==> src/rtl/pgwalk_pkg.sv <==
package pgwalk_pkg;
  localparam int VA_W   = 32;
  localparam int IDX_W  = 10;
  localparam int OFF_W  = 12;
  localparam int ENT_LG = 2;
  localparam int V_BIT  = 0;
  localparam int LG_BIT = 7;
  localparam int FRM_W  = VA_W - OFF_W;
  localparam int LOFF_W = IDX_W + OFF_W;
  localparam int LFRM_W = VA_W - LOFF_W;

  typedef enum logic [2:0] {
    ST_IDLE  = 3'd0,
    ST_DIR   = 3'd1,
    ST_PTE   = 3'd2,
    ST_DONE  = 3'd3,
    ST_FAULT = 3'd4
  } walk_st_t;
endpackage

==> src/rtl/pgwalk_ctrl.sv <==
module pgwalk_ctrl
  import pgwalk_pkg::*;
(
  input  logic     clk,
  input  logic     rst_n,
  input  logic     req_valid,
  input  logic     mem_ack,
  input  logic     ent_valid,
  input  logic     ent_large,
  output walk_st_t st,
  output logic     accept,
  output logic     dir_ack,
  output logic     pte_ack
);
  walk_st_t st_nxt;

  assign accept  = (st == ST_IDLE) && req_valid;
  assign dir_ack = (st == ST_DIR) && mem_ack;
  assign pte_ack = (st == ST_PTE) && mem_ack;

  always_comb begin
    st_nxt = st;
    case (st)
      ST_IDLE: if (req_valid) st_nxt = ST_DIR;
      ST_DIR: begin
        if (mem_ack) begin
          if (!ent_valid)     st_nxt = ST_FAULT;
          else if (ent_large) st_nxt = ST_DONE;
          else                st_nxt = ST_PTE;
        end
      end
      ST_PTE: if (mem_ack) st_nxt = ent_valid ? ST_DONE : ST_FAULT;
      ST_DONE, ST_FAULT: st_nxt = ST_IDLE;
      default: st_nxt = ST_IDLE;
    endcase
  end

  always_ff @(posedge clk or negedge rst_n) begin
    if (!rst_n) st <= ST_IDLE;
    else        st <= st_nxt;
  end
endmodule

==> src/rtl/pgwalk_dpath.sv <==
module pgwalk_dpath
  import pgwalk_pkg::*;
(
  input  logic             clk,
  input  logic             rst_n,
  input  walk_st_t         st,
  input  logic             accept,
  input  logic             dir_ack,
  input  logic             pte_ack,
  input  logic [VA_W-1:0]  req_vaddr,
  input  logic [FRM_W-1:0] base_in,
  input  logic [VA_W-1:0]  rdata,
  output logic [VA_W-1:0]  mem_addr,
  output logic [VA_W-1:0]  paddr,
  output logic             fault_lvl
);
  logic [VA_W-1:0]  va_q;
  logic [FRM_W-1:0] base_q;
  logic [FRM_W-1:0] tbl_q;
  logic [IDX_W-1:0] idx_sel;
  logic [FRM_W-1:0] frm_sel;
  logic             ent_v;
  logic             ent_lg;
  logic [IDX_W-1:0] unused_bits;

  assign ent_v  = rdata[V_BIT];
  assign ent_lg = rdata[LG_BIT];
  assign unused_bits = rdata[OFF_W-1:OFF_W-IDX_W];

  // Level select: directory index from the top field, table index below it
  always_comb begin
    if (st == ST_PTE) begin
      idx_sel = va_q[LOFF_W-1:OFF_W];
      frm_sel = tbl_q;
    end else begin
      idx_sel = va_q[VA_W-1:LOFF_W];
      frm_sel = base_q;
    end
  end

  assign mem_addr = {frm_sel, {OFF_W{1'b0}}}
                  + {{(VA_W-IDX_W-ENT_LG){1'b0}}, idx_sel, {ENT_LG{1'b0}}};

  always_ff @(posedge clk or negedge rst_n) begin
    if (!rst_n) begin
      va_q   <= '0;
      base_q <= '0;
    end else if (accept) begin
      va_q   <= req_vaddr;
      base_q <= base_in;
    end
  end

  always_ff @(posedge clk or negedge rst_n) begin
    if (!rst_n)                             tbl_q <= '0;
    else if (dir_ack && ent_v && !ent_lg)   tbl_q <= rdata[VA_W-1:OFF_W];
  end

  always_ff @(posedge clk or negedge rst_n) begin
    if (!rst_n) begin
      paddr     <= '0;
      fault_lvl <= 1'b0;
    end else if (dir_ack) begin
      if (!ent_v)      fault_lvl <= 1'b0;
      else if (ent_lg) paddr <= {rdata[VA_W-1:LOFF_W], va_q[LOFF_W-1:0]};
    end else if (pte_ack) begin
      if (!ent_v) fault_lvl <= 1'b1;
      else        paddr <= {rdata[VA_W-1:OFF_W], va_q[OFF_W-1:0]};
    end
  end
endmodule

==> src/rtl/pgwalk_top.sv <==
module pgwalk_top
  import pgwalk_pkg::*;
(
  input  logic            clk,
  input  logic            rst_n,
  input  logic            req_valid,
  input  logic [VA_W-1:0] req_vaddr,
  input  logic [VA_W-1:0] dir_base,
  output logic            req_ready,
  output logic            mem_req,
  output logic [VA_W-1:0] mem_addr,
  input  logic            mem_ack,
  input  logic [VA_W-1:0] mem_rdata,
  output logic            rsp_done,
  output logic            rsp_fault,
  output logic            rsp_fault_lvl,
  output logic [VA_W-1:0] rsp_paddr
);
  logic [1:0]       rst_sync;
  logic             rst_i;
  walk_st_t         st;
  logic             accept;
  logic             dir_ack;
  logic             pte_ack;
  logic [OFF_W-1:0] unused_base;

  always_ff @(posedge clk or negedge rst_n) begin
    if (!rst_n) rst_sync <= 2'b00;
    else        rst_sync <= {rst_sync[0], 1'b1};
  end
  assign rst_i = rst_sync[1];
  assign unused_base = dir_base[OFF_W-1:0];

  pgwalk_ctrl u_ctrl (
    .clk       (clk),
    .rst_n     (rst_i),
    .req_valid (req_valid),
    .mem_ack   (mem_ack),
    .ent_valid (mem_rdata[V_BIT]),
    .ent_large (mem_rdata[LG_BIT]),
    .st        (st),
    .accept    (accept),
    .dir_ack   (dir_ack),
    .pte_ack   (pte_ack)
  );

  pgwalk_dpath u_dpath (
    .clk       (clk),
    .rst_n     (rst_i),
    .st        (st),
    .accept    (accept),
    .dir_ack   (dir_ack),
    .pte_ack   (pte_ack),
    .req_vaddr (req_vaddr),
    .base_in   (dir_base[VA_W-1:OFF_W]),
    .rdata     (mem_rdata),
    .mem_addr  (mem_addr),
    .paddr     (rsp_paddr),
    .fault_lvl (rsp_fault_lvl)
  );

  assign req_ready = (st == ST_IDLE);
  assign mem_req   = (st == ST_DIR) || (st == ST_PTE);
  assign rsp_done  = (st == ST_DONE);
  assign rsp_fault = (st == ST_FAULT);
endmodule

==> config.mk <==
export PLATFORM = sky130hd
export DESIGN_NAME = pgwalk_top
export DESIGN_NICKNAME = d
export VERILOG_FILES = /design/src/rtl/pgwalk_pkg.sv /design/src/rtl/pgwalk_ctrl.sv /design/src/rtl/pgwalk_dpath.sv /design/src/rtl/pgwalk_top.sv
export SDC_FILE = /design/constraint.sdc
export NUM_CORES = 1
export LEC_CHECK = 0
export ABC_AREA = 1
export ABC_CLOCK_PERIOD_IN_PS = 5400
export BUFFER_PORTS_ARGS = -buffer_cell sky130_fd_sc_hd__buf_2
export CORE_MARGIN = 2
export CORE_UTILIZATION = 25
export CTS_BUF_LIST = sky130_fd_sc_hd__clkbuf_8 sky130_fd_sc_hd__clkbuf_16
export DETAILED_ROUTE_END_ITERATION = 12
export SLEW_MARGIN = 20
export SYNTH_ARGS = -nofsm -noshare
export SYNTH_HDL_FRONTEND = slang
export SYNTH_SLANG_ARGS = --single-unit
==> constraint.sdc <==
create_clock -name clk -period 5.4 [get_ports clk]
set_input_delay 0.81 -clock clk [delete_from_list [all_inputs] [get_ports clk]]
set_output_delay 0.81 -clock clk [all_outputs]
set_load 0.1 [all_outputs]
==> flow_summary.toml <==
[route]
dr_total_vias = 4369
post_drt_wl_per_cell_um = 14.6
drc_errors = 0
vias_per_cell = 4.28
drtPass1Iterations = 5
route.final.wire_length_um = 14900
antenna_left = 0
drtIter0Drc = 249

[die]
start_util_pct = 25.5
die_y_um = 145
die_x_um = 145
rows = 51
pin_count = 169
die-area_mm2 = 0.0209
core-area_mm2 = 0.0194

[synth]
synth_seq_area_share_pct = 55.7
ys_types = 19
ys.warnings.count = 0
synthTopCellsByArea = "dfrtp_1, nand2_1, nand3_1"
netlist_instances = 629
avgSynthCellArea_um2 = 7.85
synth-seq-cells = 110
netlist_area_mm2 = 0.00494
yosysTopAreaCell = "dfrtp_1"
synth_top_area_share_pct = 55.7

[timing]
relSlewSlack_pct = 32.5
tns_ps = 0
skew_ps = 6.79
setup_viol_count_final = 0
worst_pin_slew_ps = 1010
finalHoldViolations = 0
slew_viol_final = 0
rsz0062_at_grt = "no"
period_share_pct = 64.4
fmax_ghz = 0.287
period_minus_slack_ps = 3480

[setup_path]
cp-end-kind = "output pin"
reg2reg_from = "u_ctrl.st[2]"
slowest_stage = "inv_1"
required_ps = 4590
path_cells = "inv_2 -> nand3_2 -> buf_4 -> inv_1 -> buf_4 -> nand2_1 -> nand2_1 -> buf_2"
cp_max_fo = 33
critPathLaunchType = "register"
r2r_end = "u_dpath.paddr[4]"
reg2reg_depth = 9
cpPeakStageDelay_ps = 500
rrSetupSlack_ps = 2600
crit_arrival_ps = 2670
path_class = "reg -> out"

[clock_tree]
clkLatencyLatePin_ps = 360
htreeDepth = 3
ctsResizeCount = 0
cts_tree = "done"
cts_setup_buffers = 0
cts_root_buf = "clkbuf_16"
clock-sinks = 110
ctsHoldBuffers = 0
cts.path.max_buffers = 2
cts_buffers = 9
clk_pin_slew_ps = 70

[placement]
portBuffers = 144
place_hpwl_um = 10500
gp_congestion = 0.771
placed_cell_area_mm2 = 0.00586

[final_layout]
n_antenna_cell = 0
design_area_mm2 = 0.00613
syn_to_final_growth_pct = 24.0
drive_above_1_share_pct = 23.7
num-nets-final = 851

[grt]
grt_pass1_vias = 4101
grtUsageTotal_pct = 14.7
antenna_found_initial = 0
grt-ovfl-total = 0
grt_max_degree = 68
grt_pass1_wl_um = 23200

[flow_run]
drv_cap = 0

[run_status]
outcome = "finished, final reports clean"

[worst_hold_path]
min_path_type = "in -> async"
cell usage in the layout (no fill, tap or decap), types with 3 or more instances in the layout:
cell type  count
o21ai_1        7
inv_2          6
nand3_1       89
dfrtp_1      109
nand4_1       10
o21ai_0       15
clkinv_2       3
nor2_1         7
buf_4          7
conb_1         3
nand2_1      308
nand2_2        3
buf_2        144
inv_1         25
clkbuf_16      9
cell usage after synthesis:
library cell	instances
buf_6	3
nor3_1	2
buf_2	12
o21ai_0	15
nand3_1	89
dfrtp_1	110
buf_4	2
a21oi_1	1
nand2_1	309
nor2_1	7
conb_1	2
inv_2	6
clkbuf_1	24
nand4_1	10
nor2_4	1
nand2_2	2
o21ai_1	8
nand3_2	2
inv_1	24
flip-flops by register name, indices dropped and copies added, names as in the netlist:
register	count
u_dpath.fault_lvl	1
u_ctrl.st	3
u_dpath.paddr	32
u_dpath.base_q	20
u_dpath.tbl_q	20
rst_sync	2
u_dpath.va_q	32
per-layer routing:
layer	track usage [%]	vias to the layer above	share of wire (%)
met3	2.68	15	4.4
met2	21.1	111	43
met1	22.3	2031	51
li1	-	2212	-
met4	4.55	0	1.5
met5	0	-	0
cell families (layout without fill, tap and decap cells):
logic type             Yosys count  count (layout)  share of synthesized area, %
buffers and inverters           71             196                          6.31
flip-flops                     110             110                          55.7
AND/OR/NAND/NOR                422             422                          35.4
AO/OA/AOI/OAI                   24              24                          2.43
other                            2               3                         0.152
how the worst max path moves through the flow:
stage,startpoint,endpoint,slack [ps]
detailed placement,u_ctrl.st[2],mem_addr[18],2320
floorplan,u_ctrl.st[1],rsp_done,1840
global placement,u_ctrl.st[2],mem_addr[18],2370
finish,u_ctrl.st[2],mem_addr[18],1920
CTS,u_ctrl.st[2],mem_addr[18],1910
global route,u_ctrl.st[2],mem_addr[18],1760
final cells by class:
type	instances	area [um2]
multi-input cells	449	1890
flip-flops and latches	110	2760
clock inverters	5	27.5
well taps	265	332
clock buffers	10	239
repair buffers	151	773
fillers	2150	13300
inverters	30	113
worst max-delay path: cells and delay by family (launching register included):
| kind | cells | cell delay, ps |
|---|---|---|
| simple gates | 3 | 260 |
| flops | 1 | 430 |
| buf+inv | 5 | 1600 |
per-stage QoR:
stage          hold WS [ps]  instances  worst slack (ps)  util [%]
3_5_place_dp            344       1005              2320      30.2
2_1_floorplan           331        630              1840         -
6_report                224       1020              1920      31.6
5_1_grt                 210       1020              1760      31.6
3_3_place_gp            336       1005              2370      30.2
4_1_cts                 205       1020              1910      31.6
Power is left out: the tool's default activity adds up to more than one toggle a clock period on the data nets, which glitch-free logic cannot reach.
